--- src/rtl/pirq_router_pkg.sv ---
package pirq_router_pkg;

  localparam int PIRQ_N   = 8;
  localparam int PIC_N    = 16;
  localparam int LINE_N   = 24;
  localparam int SLOT_N   = 32;
  localparam int PIN_N    = 4;
  localparam int FIELD_W  = 4;
  localparam int LINE_W   = 5;
  localparam int FIXED_SLOT = 30;

  localparam logic [7:0] ROUTE_LO_BASE = 8'h00;
  localparam logic [7:0] ROUTE_HI_BASE = 8'h08;
  localparam logic [7:0] SCI_CTRL_ADDR = 8'h10;
  localparam logic [7:0] SLOT_BASE     = 8'h40;

  localparam logic [7:0] ROUTE_RESET   = 8'h80;
  // bit 7 disable plus the line number field; bits [6:4] do not steer
  localparam logic [7:0] ROUTE_KEEP    = 8'h8F;
  localparam logic [2:0] SCI_RESET_CODE = 3'd0;
  localparam logic [LINE_W-1:0] SCI_RESET_LINE = 5'd9;

  function automatic logic sci_code_ok(input logic [2:0] code);
    return (code == 3'd0) || (code == 3'd1) || (code == 3'd2) ||
           (code == 3'd4) || (code == 3'd5);
  endfunction

  function automatic logic [LINE_W-1:0] sci_code_line(input logic [2:0] code);
    logic [LINE_W-1:0] ln;
    case (code)
      3'd1:    ln = 5'd10;
      3'd2:    ln = 5'd11;
      3'd4:    ln = 5'd20;
      3'd5:    ln = 5'd21;
      default: ln = 5'd9;
    endcase
    return ln;
  endfunction

endpackage

--- src/rtl/pirq_route_regs.sv ---
module pirq_route_regs
  import pirq_router_pkg::*;
#(
  parameter int NUM = PIRQ_N
) (
  input  logic                 clk,
  input  logic                 rst_n,
  input  logic                 wr_en,
  input  logic [7:0]           addr,
  input  logic [7:0]           wr_data,
  output logic [NUM-1:0][7:0]  route_q,
  output logic [7:0]           rd_data
);

  localparam int HALF = NUM / 2;

  logic [NUM-1:0][7:0] route_d;
  logic [NUM-1:0]      hit;

  for (genvar i = 0; i < NUM; i++) begin : g_route
    localparam logic [7:0] MY_ADDR = (i < HALF) ? 8'(ROUTE_LO_BASE + i)
                                                : 8'(ROUTE_HI_BASE + (i - HALF));
    assign hit[i] = (addr == MY_ADDR);

    always_comb begin
      route_d[i] = route_q[i];
      if (wr_en && hit[i]) route_d[i] = wr_data;
    end

    always_ff @(posedge clk or negedge rst_n) begin
      if (!rst_n) route_q[i] <= ROUTE_RESET;
      else        route_q[i] <= route_d[i];
    end
  end

  always_comb begin
    rd_data = '0;
    for (int i = 0; i < NUM; i++) begin
      if (hit[i]) rd_data = route_q[i];
    end
  end

  assert_route_hold_R2: assert property (@(posedge clk) disable iff (!rst_n)
    !wr_en |=> $stable(route_q));

endmodule

--- src/rtl/pirq_sci_select.sv ---
module pirq_sci_select
  import pirq_router_pkg::*;
(
  input  logic              clk,
  input  logic              rst_n,
  input  logic              wr_en,
  input  logic [7:0]        addr,
  input  logic [7:0]        wr_data,
  output logic [LINE_W-1:0] sci_line_q,
  output logic [7:0]        rd_data
);

  logic [7:0]        ctrl_q, ctrl_d;
  logic [LINE_W-1:0] sci_line_d;
  logic              hit, ctrl_we;

  assign hit     = (addr == SCI_CTRL_ADDR);
  assign ctrl_we = wr_en && hit;

  always_comb begin
    ctrl_d     = ctrl_q;
    sci_line_d = sci_line_q;
    if (ctrl_we) begin
      ctrl_d = wr_data;
      if (sci_code_ok(wr_data[2:0])) sci_line_d = sci_code_line(wr_data[2:0]);
    end
  end

  always_ff @(posedge clk or negedge rst_n) begin
    if (!rst_n) begin
      ctrl_q     <= {5'b0, SCI_RESET_CODE};
      sci_line_q <= SCI_RESET_LINE;
    end else begin
      ctrl_q     <= ctrl_d;
      sci_line_q <= sci_line_d;
    end
  end

  assign rd_data = hit ? ctrl_q : 8'h00;

  assert_reserved_keeps_R6: assert property (@(posedge clk) disable iff (!rst_n)
    (wr_en && addr == SCI_CTRL_ADDR &&
     (wr_data[2:0] == 3'd3 || wr_data[2:0] >= 3'd6)) |=> $stable(sci_line_q));

  assert_line_legal_R5: assert property (@(posedge clk) disable iff (!rst_n)
    (sci_line_q == 5'd9 || sci_line_q == 5'd10 || sci_line_q == 5'd11 ||
     sci_line_q == 5'd20 || sci_line_q == 5'd21));

endmodule

--- src/rtl/pirq_slot_map.sv ---
module pirq_slot_map
  import pirq_router_pkg::*;
#(
  parameter int SLOTS = SLOT_N,
  parameter int PINS  = PIN_N,
  parameter int FIXED = FIXED_SLOT
) (
  input  logic                      clk,
  input  logic                      rst_n,
  input  logic                      wr_en,
  input  logic [7:0]                addr,
  input  logic [7:0]                wr_data,
  output logic [7:0]                rd_data,
  input  logic [$clog2(SLOTS)-1:0]  map_slot,
  input  logic [$clog2(PINS)-1:0]   map_pin,
  output logic [2:0]                map_pirq
);

  localparam int WORD_W = PINS * FIELD_W;
  localparam int BYTES  = WORD_W / 8;

  function automatic logic [WORD_W-1:0] default_word(input int s);
    logic [WORD_W-1:0] w;
    for (int p = 0; p < PINS; p++) w[p*FIELD_W +: FIELD_W] = FIELD_W'(((s + p) % 4) + 4);
    return w;
  endfunction

  function automatic logic [WORD_W-1:0] fixed_word();
    logic [WORD_W-1:0] w;
    for (int p = 0; p < PINS; p++) w[p*FIELD_W +: FIELD_W] = FIELD_W'(4 + p);
    return w;
  endfunction

  logic [SLOTS-1:0][WORD_W-1:0] look_word;
  logic [SLOTS-1:0][WORD_W-1:0] read_word;

  for (genvar s = 0; s < SLOTS; s++) begin : g_slot
    if (s == FIXED) begin : g_fixed
      assign look_word[s] = fixed_word();
      assign read_word[s] = '0;
    end else begin : g_store
      logic [WORD_W-1:0] word_q, word_d;
      logic [BYTES-1:0]  byte_we;

      for (genvar b = 0; b < BYTES; b++) begin : g_byte
        assign byte_we[b] = wr_en && (addr == 8'(SLOT_BASE + BYTES*s + b));
      end

      always_comb begin
        word_d = word_q;
        for (int b = 0; b < BYTES; b++) begin
          if (byte_we[b]) word_d[b*8 +: 8] = wr_data;
        end
      end

      always_ff @(posedge clk or negedge rst_n) begin
        if (!rst_n) word_q <= default_word(s);
        else        word_q <= word_d;
      end

      assign look_word[s] = word_q;
      assign read_word[s] = word_q;
    end
  end

  always_comb begin
    rd_data = '0;
    for (int s = 0; s < SLOTS; s++) begin
      for (int b = 0; b < BYTES; b++) begin
        if (addr == 8'(SLOT_BASE + BYTES*s + b)) rd_data = read_word[s][b*8 +: 8];
      end
    end
  end

  logic [FIELD_W-1:0] field;
  assign field    = look_word[map_slot][map_pin*FIELD_W +: FIELD_W];
  assign map_pirq = 3'(field);

  assert_fixed_read_zero_R10: assert property (@(posedge clk) disable iff (!rst_n)
    (addr == 8'(SLOT_BASE + BYTES*FIXED) || addr == 8'(SLOT_BASE + BYTES*FIXED + 1))
      |-> rd_data == 8'h00);

  assert_fixed_lookup_R10: assert property (@(posedge clk) disable iff (!rst_n)
    (32'(map_slot) == FIXED) |-> (map_pirq == 3'(4 + 32'(map_pin))));

endmodule

--- src/rtl/pirq_line_merge.sv ---
module pirq_line_merge
  import pirq_router_pkg::*;
#(
  parameter int NUM_PIRQ = PIRQ_N,
  parameter int NUM_PIC  = PIC_N,
  parameter int NUM_LINE = LINE_N
) (
  input  logic                      clk,
  input  logic                      rst_n,
  input  logic [NUM_PIRQ-1:0][7:0]  route_q,
  input  logic [NUM_PIRQ-1:0]       pirq_lvl,
  input  logic                      sci_lvl,
  input  logic [LINE_W-1:0]         sci_line,
  output logic [NUM_LINE-1:0]       lines_q
);

  logic [NUM_LINE-1:0] lines_d;
  logic [NUM_LINE-1:0] sci_vec;

  for (genvar l = 0; l < NUM_LINE; l++) begin : g_line
    assign sci_vec[l] = sci_lvl && (sci_line == LINE_W'(l));

    if (l < NUM_PIC) begin : g_pic
      logic [NUM_PIRQ-1:0] hit;
      for (genvar i = 0; i < NUM_PIRQ; i++) begin : g_src
        assign hit[i] = pirq_lvl[i] && ((route_q[i] & ROUTE_KEEP) == 8'(l));
      end
      assign lines_d[l] = (|hit) || sci_vec[l];
    end else begin : g_apic
      assign lines_d[l] = pirq_lvl[l - NUM_PIC] || sci_vec[l];
    end
  end

  always_ff @(posedge clk or negedge rst_n) begin
    if (!rst_n) lines_q <= '0;
    else        lines_q <= lines_d;
  end

  logic armed_q;
  always_ff @(posedge clk or negedge rst_n) begin
    if (!rst_n) armed_q <= 1'b0;
    else        armed_q <= 1'b1;
  end

  assert_apic_follows_R4: assert property (@(posedge clk) disable iff (!rst_n)
    (armed_q && !$past(sci_lvl)) |-> lines_q[NUM_LINE-1:NUM_PIC] == $past(pirq_lvl));

  assert_quiet_inputs_R8: assert property (@(posedge clk) disable iff (!rst_n)
    (armed_q && $past(pirq_lvl) == '0 && !$past(sci_lvl)) |-> lines_q == '0);

  assert_sci_shows_R5: assert property (@(posedge clk) disable iff (!rst_n)
    (armed_q && $past(sci_lvl)) |-> lines_q != '0);

endmodule

--- src/rtl/pirq_router.sv ---
module pirq_router
  import pirq_router_pkg::*;
(
  input  logic        clk,
  input  logic        rst_n,
  input  logic        reg_wr_en,
  input  logic [7:0]  reg_addr,
  input  logic [7:0]  reg_wr_data,
  output logic [7:0]  reg_rd_data,
  input  logic [7:0]  pirq_lvl,
  input  logic        sci_lvl,
  output logic [23:0] irq_line,
  input  logic [4:0]  map_slot,
  input  logic [1:0]  map_pin,
  output logic [2:0]  map_pirq
);

  logic rst_meta_q, rst_sync_q;
  always_ff @(posedge clk or negedge rst_n) begin
    if (!rst_n) begin
      rst_meta_q <= 1'b0;
      rst_sync_q <= 1'b0;
    end else begin
      rst_meta_q <= 1'b1;
      rst_sync_q <= rst_meta_q;
    end
  end

  logic [PIRQ_N-1:0][7:0] route_q;
  logic [LINE_W-1:0]      sci_line;
  logic [7:0]             rd_route, rd_sci, rd_map;

  pirq_route_regs #(.NUM(PIRQ_N)) u_route (
    .clk(clk), .rst_n(rst_sync_q), .wr_en(reg_wr_en), .addr(reg_addr),
    .wr_data(reg_wr_data), .route_q(route_q), .rd_data(rd_route)
  );

  pirq_sci_select u_sci (
    .clk(clk), .rst_n(rst_sync_q), .wr_en(reg_wr_en), .addr(reg_addr),
    .wr_data(reg_wr_data), .sci_line_q(sci_line), .rd_data(rd_sci)
  );

  pirq_slot_map #(.SLOTS(SLOT_N), .PINS(PIN_N), .FIXED(FIXED_SLOT)) u_map (
    .clk(clk), .rst_n(rst_sync_q), .wr_en(reg_wr_en), .addr(reg_addr),
    .wr_data(reg_wr_data), .rd_data(rd_map), .map_slot(map_slot),
    .map_pin(map_pin), .map_pirq(map_pirq)
  );

  pirq_line_merge #(.NUM_PIRQ(PIRQ_N), .NUM_PIC(PIC_N), .NUM_LINE(LINE_N)) u_merge (
    .clk(clk), .rst_n(rst_sync_q), .route_q(route_q), .pirq_lvl(pirq_lvl),
    .sci_lvl(sci_lvl), .sci_line(sci_line), .lines_q(irq_line)
  );

  // decoded windows do not overlap, so a plain OR selects the one hit
  assign reg_rd_data = rd_route | rd_sci | rd_map;

endmodule

--- config.mk ---
export PLATFORM = sky130hd
export DESIGN_NAME = pirq_router
export DESIGN_NICKNAME = d
export VERILOG_FILES = /design/src/rtl/pirq_router_pkg.sv /design/src/rtl/pirq_route_regs.sv /design/src/rtl/pirq_sci_select.sv /design/src/rtl/pirq_slot_map.sv /design/src/rtl/pirq_line_merge.sv /design/src/rtl/pirq_router.sv
export SDC_FILE = /design/constraint.sdc
export NUM_CORES = 1
export LEC_CHECK = 0
export BUFFER_PORTS_ARGS = -buffer_cell sky130_fd_sc_hd__buf_2
export CORE_AREA = 2 2 311 313
export CTS_CLUSTER_DIAMETER = 100
export CTS_CLUSTER_SIZE = 8
export DETAILED_ROUTE_END_ITERATION = 8
export DIE_AREA = 0 0 313 315
export GPL_TIMING_DRIVEN = 0
export PLACE_DENSITY = 0.52
export SETUP_SLACK_MARGIN = 0.05
export SYNTH_ARGS = -nofsm -noshare
export SYNTH_HDL_FRONTEND = slang
export SYNTH_SLANG_ARGS = --single-unit
--- constraint.sdc ---
create_clock -name clk -period 19.8 [get_ports clk]
set_clock_uncertainty 0.15 [all_clocks]
set_input_delay 3.96 -clock clk [delete_from_list [all_inputs] [get_ports clk]]
set_output_delay 3.96 -clock clk [all_outputs]
set_load 0.005 [all_outputs]
Yosys cells after proc, flatten, opt, wreduce, memory -nomap -nowiden. Cells that the tools add are included.

Bits in registers: 599. Bits in latches: 0. Memory bits (writable): 0. ROM bits: 0. Output and inout bits: 35. Logic and storage cells: 653. Memories: 0.

$add $sub $neg: 0. Multipliers: 0. Divide/modulo/power cells: 0. Magnitude comparators: 1. Equality and inequality tests: 219. Shift operators: 1. Muxes and demuxes: 76. Bitwise operators: 2. Reduce and logical (&&, ||, !) cells: 279.

Operators by type and width (count): 2-to-1 mux 8 bit (73); == test 8 x 7 -> 1 bit, second input constant (64); == test 5 x 4 -> 1 bit, second input constant (72); logical AND 1 bit (223); == test 5 x 3 -> 1 bit, second input constant (36); OR reduction 8 bit (16); == test 5 x 2 -> 1 bit, second input constant (18); binary-select mux 16 bit (select 5 bit) (1); zero test 8 bit (9); == test 5 x 1 -> 1 bit, second input constant (9); == test 5 bit, second input constant (8); == test 8 x 4 -> 1 bit, second input constant (4); logical OR 1 bit (28); one-hot mux 5 bit (4 select lines) (1); == test 8 x 2 -> 1 bit, second input constant (2); 2-to-1 mux 16 bit (1); bitwise OR 8 bit (2); indexed part select 16 x 5 -> 3 bit (1); == test 8 x 1 -> 1 bit, second input constant (1); == test 8 x 5 -> 1 bit, second input constant (1); == test 3 bit, second input constant (2); < comparator 5 x 6 -> 1 bit, second input constant (1); zero test 5 bit (1); == test 3 x 1 -> 1 bit, second input constant (1); 3 further kinds (3).

Logic depth before layout (Yosys ltp). Gate-level depths: netlist (run 1).

Depth in word-level cells: 66. Mapped depth: 12. Mapped depth without buffers: 7.

Cells and area by module. Synthesis (run 1) repeated with hierarchy kept, for this count alone.

Cells, all modules: 2759. Area total of the unflattened synthesis: 33352.0 um2.

Modules (own cells, without submodules): pirq_slot_map (times used 1, cells an instance 2241, area each 27505.1 um2, seq. area each 12722.2 um2); pirq_route_regs (times used 1, cells an instance 230, area each 3128.0 um2, seq. area each 1611.5 um2); pirq_line_merge (times used 1, cells an instance 230, area each 1976.9 um2, seq. area each 600.6 um2); pirq_sci_select (times used 1, cells an instance 47, area each 638.1 um2, seq. area each 302.8 um2); pirq_router (times used 1, cells an instance 11, area each 103.8 um2, seq. area each 50.0 um2).

Worst setup path after synthesis (run 1). OpenSTA, ideal clock, no wires.

Kind: input to output. Start point: input map_slot[2]. End point: output map_pirq[0]. Arrival time: 6.213 ns. Setup slack: 9.477 ns. Stages: 6. Buffers on the path: 3. Cell sequence: clkbuf_1 > buf_1 > clkbuf_1 > mux4_2 > mux4_2 > mux2_2.

Cells in the longest elaborated chain, start to end: 3.

RTL lines: from (decl) (line pirq_router.sv:13) `input logic [4:0] map_slot,`; binary-select mux 16 bit (select 5 bit) (line pirq_slot_map.sv:76) `assign field = look_word[map_slot][map_pin*FIELD_W +: FIELD_W];`; 2-to-1 mux 16 bit (implied by the code) (line pirq_slot_map.sv:76); indexed part select 16 x 5 -> 3 bit (line pirq_slot_map.sv:76); to (decl) (line pirq_router.sv:15) `output logic [2:0] map_pirq`.

No other way between the ends. The select of a mux whose other input is x is not followed.

Worst setup path after layout (run 1).
Start point: input reg_addr[0]. End point: output reg_rd_data[3].

Cells in the longest elaborated chain, start to end: 66.

RTL lines: from (decl) (line pirq_router.sv:7) `input logic [7:0] reg_addr,`; == test 8 x 7 -> 1 bit (line pirq_slot_map.sv:70) `if (addr == 8'(SLOT_BASE + BYTES*s + b)) rd_data = read_word[s][b*8 +: 8];`; 2-to-1 mux 8 bit (64 in series) (line pirq_slot_map.sv:70); bitwise OR 8 bit (*) (line pirq_router.sv:55) `assign reg_rd_data = rd_route | rd_sci | rd_map;`; to (decl) (line pirq_router.sv:9) `output logic [7:0] reg_rd_data,`.

Every way passes the cells marked *; elsewhere a longest branch is shown, timed or not.

==> results of run 1 <==
## power groups by stage
| stage | clock (mW) | sequential, mW | combinational [mW] |
|---|---|---|---|
| after floorplan | 0 | 1.37 | 0.186 |
| after global placement | 0 | 1.40 | 0.322 |
| after detailed placement | 0 | 1.39 | 0.356 |
| after CTS | 1.42 | 1.37 | 0.357 |
| after global routing | 1.48 | 1.37 | 0.378 |
| final | 1.40 | 1.37 | 0.372 |
## Yosys cell counts (15+ instances only)
library cell / instances / area [µm²]
or3_1: 15 / 93.8
nor3_1: 57 / 285
nor2_1: 120 / 450
mux4_2: 117 / 2640
a21oi_1: 93 / 465
buf_2: 59 / 295
a22oi_1: 62 / 465
dfstp_2: 258 / 6780
o221ai_1: 19 / 166
a221oi_1: 25 / 219
a211oi_1: 15 / 113
clkbuf_1: 158 / 593
buf_1: 17 / 63.8
o211ai_1: 25 / 188
o21ai_0: 113 / 566
mux2i_1: 27 / 270
mux2_2: 588 / 6620
a222oi_1: 19 / 190
nor2b_1: 22 / 138
a31oi_1: 22 / 138
nand3_1: 52 / 260
nand2b_1: 35 / 219
o22a_1: 19 / 166
nor4_1: 15 / 93.8
o22ai_1: 68 / 425
dfrtp_1: 340 / 8510
nand2_1: 158 / 593
## critical path, cell delays in order
cell	delay, ns
buf_4	0.16
buf_6	0.15
buf_2	0.31
buf_2	0.50
buf_1	1.09
clkbuf_1	1.08
o21ai_0	0.51
o31ai_1	0.29
a31oi_1	0.23
nor4_1	0.98
o21ai_1	0.25
buf_2	0.22
## final cells by class
cell class	count	area, µm²	share of cell area (%)
antenna	8	20.0	0.0530
clock inverter	8	108	0.285
clock buffer	151	2380	6.32
multi-input combinational	1906	16700	44.3
sequential	598	15300	40.5
inverter	11	41.3	0.109
tap	1276	1600	4.23
buffer	238	1000	2.65
timing repair buffer	72	593	1.57
## flip-flops by register name, summed over array words and instances, names as in the netlist
signal	flops
u_merge.lines_q	24
u_sci.ctrl_q	8
rst_sync_q	1
rst_meta_q	1
u_sci.sci_line_q	4
u_map.g_slot.g_store.word_q	496
u_route.route_q	64
## logic make-up after synthesis
logic type	synth area share (%)
XOR/XNOR	0.0265
buffers and inverters	3.11
AND/OR/NAND/NOR	9.28
other	0.0114
AO/OA/AOI/OAI	12.4
multiplexers	28.9
flip-flops	46.3
## layer usage
metal / vias to the layer above / GRT usage (%) / wire length [µm] / part of all wire [%]
li1: 10991 / - / - / -
met1: 15074 / 46.9 / 71200 / 39
met2: 2194 / 54.7 / 78700 / 43
met3: 609 / 10.5 / 19500 / 11
met4: 24 / 21.2 / 12700 / 7.0
met5: - / 0.774 / 270 / 0.15
## worst min-delay path by stage
stage | startpoint | end | slack, ns | depth (start not counted)
3_3_place_gp | rst_meta_q | rst_sync_q | 0.19 | 0
3_5_place_dp | rst_sync_q | u_map.g_slot[16].g_store.word_q[0] | 0.15 | 0
6_report | rst_sync_q | u_map.g_slot[16].g_store.word_q[0] | 0.14 | 0
2_1_floorplan | rst_meta_q | rst_sync_q | 0.18 | 0
5_1_grt | rst_sync_q | u_map.g_slot[16].g_store.word_q[0] | 0.18 | 0
4_1_cts | rst_sync_q | u_map.g_slot[19].g_store.word_q[5] | 0.16 | 0
## stage by stage
stage          worst slack, ns  cells  util (%)
5_1_grt                   6.33   4261      39.4
2_1_floorplan             2.20   2753         -
3_5_place_dp              6.44   4100      36.8
3_3_place_gp             -4.46   4085      36.4
4_1_cts                   6.43   4259      39.4
6_report                  5.92   4268      39.5
## layout by cell type, fill, tap and decap left out, drive strengths merged, types with 8 or more instances in the layout
cell type and instances:
o32ai 8, or3 15, mux4 117, a211oi 15, dfrtp 340, dfstp 258
diode 8, clkbuf 309, nor4 17, mux2 588, nand2b 35, a222oi 19
nor2b 22, a22oi 62, o221ai 19, o22ai 68, nand4 14, nand2 158
inv 14, nand3 52, a21oi 93, o211ai 25, nor2 120, o22a 19
nand4bb 9, buf 152, a221o 8, a22o 10, mux2i 27, nand4b 8
a221oi 25, nor3 58, nand3b 12, o21ai 118, a31oi 22
==> impl_metrics.json, run 1 <==
{
  "hold-worst-slack_ns": 0.142,
  "clk_path_buf_depth": 3,
  "grt_max_degree": 77,
  "slew_viol_final": 81,
  "max_freq_ghz": 0.0720,
  "synth_nets": 2788,
  "wl_per_cell_um": 42.7,
  "cp.arrival_ns": 9.77,
  "power.switching_mw": 0.904,
  "avgSynthCellArea_um2": 12.0,
  "power.density_nw_per_um2": 83.3,
  "cts_tree": "yes",
  "numPortBuffers": 56,
  "worstRegToRegCells": 6,
  "r2r-start": "u_route.route_q[23]",
  "setup_violations": 0,
  "clk_latency_ns": 0.70,
  "fillers": 9243,
  "violations": "capacitance limit, slew limit",
  "stdcell_area_um2": 37800,
  "critical_path_class": "input port to output port",
  "max-vdd-ir-drop_uv": 66.8,
  "critical_path_peak_fanout": 10,
  "initial_core_util_pct": 34.5,
  "wl_um": 182000,
  "tightestPinTransition_ns": 1.65,
  "cts_max_level": 3,
  "ys_warn_count": 0,
  "rows": 114,
  "pwr-share-seq_pct": 43.6,
  "synth_async_sr_flop_share_pct": 100,
  "min_path_type": "flip-flop to asynchronous set/reset pin",
  "cp-start-kind": "input port",
  "grt_pass1_wl_um": 246000,
  "fin_total_pwr_mw": 3.15,
  "rsz0062_at_grt": "no",
  "r2r_end": "u_merge.lines_q[0]",
  "cts_resized": 0,
  "endpoint_kind": "output port",
  "antenna_found_initial": 23,
  "vias": 28892,
  "syn-cell-area_um2": 33000,
  "switching_share_pct": 28.7,
  "setup_tns_ns": 0,
  "synth.distinct_cells": 84,
  "status": "complete, but fails checks",
  "cp-endpoint": "reg_rd_data[3]",
  "ys_ff_latch": 598,
  "final_nets": 2947,
  "drive_gt1_share_pct": 41.5,
  "place.gp.congestion": 1.02,
  "fin_crit_sh_pct": 70.1,
  "maxCapViolCount": 8,
  "leakage_nw": 15.8,
  "cts_made_buffers": 85,
  "syn_to_final_growth_pct": 14.4,
  "dpl.hpwl_um": 134000,
  "required_ns": 15.69,
  "clockPowerShare_pct": 44.6,
  "synthCells": 2753,
  "ys.flop_type": "dfrtp_1",
  "grt_pass1_vias": 28034,
  "finalHoldViolations": 0,
  "path_clk_slew_ns": 0.05,
  "combinationalPowerShare_pct": 11.8,
  "drc_errors": 0,
  "p_int_mw": 2.24,
  "ys_seq_area_share_pct": 46.3,
  "cts_num_sinks": 598,
  "dieWidth_um": 313,
  "routed_via_density": 6.77,
  "die_h_um": 315,
  "core_um2": 95700,
  "drt_pass1_iterations": 6,
  "postRouteAntennaNets": 0,
  "finalCriticalPeriod_ns": 13.88,
  "cts_root_buffer": "clkbuf_16",
  "drtIter0Drc": 3996,
  "cts_hold_buf": 0,
  "synth_edf_count": 0,
  "cts_setup_buffers": 0,
  "crit_start": "reg_addr[0]",
  "grt_usage_pct": 36.5,
  "dpl-instance-area_um2": 35200,
  "die_area_um2": 98600,
  "globalRouteOverflowTotal": 0,
  "rrSetupSlack_ns": 17.50,
  "timing.slew.headroom_pct": -10.0,
  "io_pins": 70
}
Note: power is estimated with default switching activity, not from simulation.
==> run 2, diff against run 1 <==
==> constraint.sdc (replaced) <==
create_clock -name clk -period 13.25 [get_ports clk]
set_clock_uncertainty 0.15 [all_clocks]
set_input_delay 2.65 -clock clk [delete_from_list [all_inputs] [get_ports clk]]
set_output_delay 2.65 -clock clk [all_outputs]
set_load 0.005 [all_outputs]
==> run 2 against run 1 <==
Net effect: final area increased by 0.29%; the run still ends with capacitance limit, slew limit left; worst hold slack improved by 0.069 ns; core utilization increased by 0.11 points; largest cell class unchanged; combinational power increased by 49%; sequential power increased by 50%; final cell count increased by 0.26%; power increased by 51%; flip-flop and latch count unchanged; wire length increased by 0.11%; register-to-register slack got worse by 6.8 ns; largest power group unchanged; highest routed layer unchanged; clock-buffer cell count decreased by 1; clock power increased by 54%.
==> impl_metrics.json, run 2 (same netlist as run 1, synthesis figures left out) <==
{
  "status": "complete, but fails checks",
  "violations": "capacitance limit, slew limit",
  "dieWidth_um": 313,
  "globalRouteOverflowTotal": 0,
  "cp.arrival_ns": 8.74,
  "critical_path_peak_fanout": 10,
  "dpl-instance-area_um2": 35300,
  "max_stage_delay_ns": 1.21,
  "hold_path_depth": 0,
  "final_nets": 2952,
  "drt_pass1_iterations": 8,
  "fin_crit_sh_pct": 87.1,
  "wl_um": 183000,
  "maxCapViolCount": 15,
  "regMostFlops": "u_map.g_slot.g_store.word_q",
  "min_to": "rst_sync_q",
  "cts_setup_buffers": 0,
  "syn_to_final_growth_pct": 14.8,
  "place.gp.congestion": 1.04,
  "crit_chain": "buf_4 > buf_6 > buf_2 > buf_2 > buf_1 > clkbuf_1 > o21ai_0 > o31ai_1 > a31oi_1 > nor4_1 > o21ai_1 > buf_2",
  "combinationalPowerShare_pct": 11.7,
  "finalNonFillerCells": 4279,
  "wl_per_cell_um": 42.7,
  "slew_viol_final": 111,
  "p_int_mw": 3.40,
  "fillers": 9235,
  "setup_violations": 0,
  "grt_pass1_wl_um": 246000,
  "max-vdd-ir-drop_uv": 120,
  "drc_errors": 0,
  "post-place-ws_ns": 2.16,
  "cts_hold_buf": 0,
  "critical_path_class": "input port to output port",
  "pwr-share-seq_pct": 43.1,
  "cts_resized": 0,
  "cts_tree": "yes",
  "tightestPinTransition_ns": 1.66,
  "drive_gt1_share_pct": 41.4,
  "numPortBuffers": 56,
  "required_ns": 10.45,
  "r2r_end": "u_map.g_slot[4].g_store.word_q[12]",
  "timing.slew.headroom_pct": -10.6,
  "rows": 114,
  "finalCriticalPeriod_ns": 11.54,
  "crit_buf_inv": 7,
  "dp_cells": 4106,
  "core_um2": 95700,
  "largestRegisters": "u_map.g_slot.g_store.word_q (496), u_route.route_q (64), u_merge.lines_q (24)",
  "worstRegToRegCells": 4,
  "cp-start-kind": "input port",
  "io_pins": 70,
  "largest_reg_flops": 496,
  "cts_root_buffer": "clkbuf_16",
  "clk_path_buf_depth": 3,
  "antenna_found_initial": 25,
  "cts_made_buffers": 85,
  "rrSetupSlack_ns": 10.72,
  "cp_top_family": "buffers and inverters",
  "power.density_nw_per_um2": 126,
  "hold-worst-slack_ns": 0.211,
  "hold_start": "rst_meta_q",
  "clockPowerShare_pct": 45.2,
  "grt_pass1_vias": 27963,
  "die_h_um": 315,
  "finalHoldViolations": 0,
  "routed_via_density": 6.69,
  "die_area_um2": 98600,
  "final_cell_mix": "mux2_2, dfrtp_1, dfstp_2",
  "switching_share_pct": 28.4,
  "cts_num_sinks": 598,
  "layout_commonest_cell": "mux2_2",
  "r2r-start": "rst_sync_q",
  "crit_top_cell": "buf_2",
  "max_freq_ghz": 0.0867,
  "min_path_type": "flip-flop to flip-flop",
  "stdcell_area_um2": 37900,
  "postRouteAntennaNets": 0,
  "clk_latency_ns": 0.70,
  "slowest_stage": "buf_1",
  "post-route-util_pct": 39.6,
  "drtIter0Drc": 4525,
  "postLayoutSetupSlackWorst_ns": 1.71,
  "endpoint_kind": "output port",
  "rsz0062_at_grt": "no",
  "grt_usage_pct": 36.6,
  "power.switching_mw": 1.35,
  "dpl.hpwl_um": 134000,
  "vias": 28626,
  "leakage_nw": 15.8,
  "cts_max_level": 3,
  "path_clk_slew_ns": 0.05,
  "initial_core_util_pct": 34.5,
  "grt_max_degree": 75
}
==> run 2: changes by cell type in the layout (fill, tap and decap cells not counted), sizes merged <==
cell    before  now
diode        8   17
inv         14   11
bufinv       0    2
clkinv       5    4
buf        152  156
==> run 2: stage by stage <==
step | total power [mW] | TNS, ns
6_report | 4.76 | 0
2_1_floorplan | 2.32 | 0
5_1_grt | 4.87 | 0
3_5_place_dp | 2.60 | 0
4_1_cts | 4.75 | 0
3_3_place_gp | 2.58 | -23.21
==> run 2: power by group through the flow <==
stage	registers, mW	logic [mW]	clock network (mW)
CTS	2.04	0.534	2.17
global route	2.05	0.566	2.25
floorplan	2.04	0.278	0
global placement	2.10	0.484	0
finish	2.05	0.556	2.15
detailed placement	2.07	0.532	0
==> run 2: layer usage <==
layer | vias up | global-route usage, % | routed length, µm
li1 | 11001 | - | -
met1 | 14900 | 47.1 | 72100
met2 | 2121 | 54.1 | 78400
met5 | - | 0 | 99
met4 | 16 | 23.8 | 13600
met3 | 588 | 9.99 | 18400
==> run 2: area by class of cell <==
cell class | instances | area [µm²] | share of cell area [%]
Clock buffer | 150 | 2420 | 6.40
Clock inverter | 6 | 110 | 0.291
Tap cell | 1276 | 1600 | 4.22
Timing Repair Buffer | 77 | 653 | 1.72
Buffer | 238 | 996 | 2.63
Antenna cell | 17 | 42.5 | 0.112
Inverter | 11 | 41.3 | 0.109
Multi-Input combinational cell | 1906 | 16700 | 44.1
Sequential cell | 598 | 15300 | 40.4
==> run 2: worst max path at each step <==
stage	start	to	slack [ns]	cells after the start
floorplan	rst_sync_q	u_map.g_slot[0].g_store.word_q[0]	3.62	0
global placement	rst_sync_q	u_map.g_slot[4].g_store.word_q[5]	-0.18	0
detailed placement	reg_addr[0]	reg_rd_data[3]	2.16	12
CTS	reg_addr[0]	reg_rd_data[3]	2.14	12
global route	reg_addr[0]	reg_rd_data[3]	1.94	12
finish	reg_addr[0]	reg_rd_data[3]	1.71	12
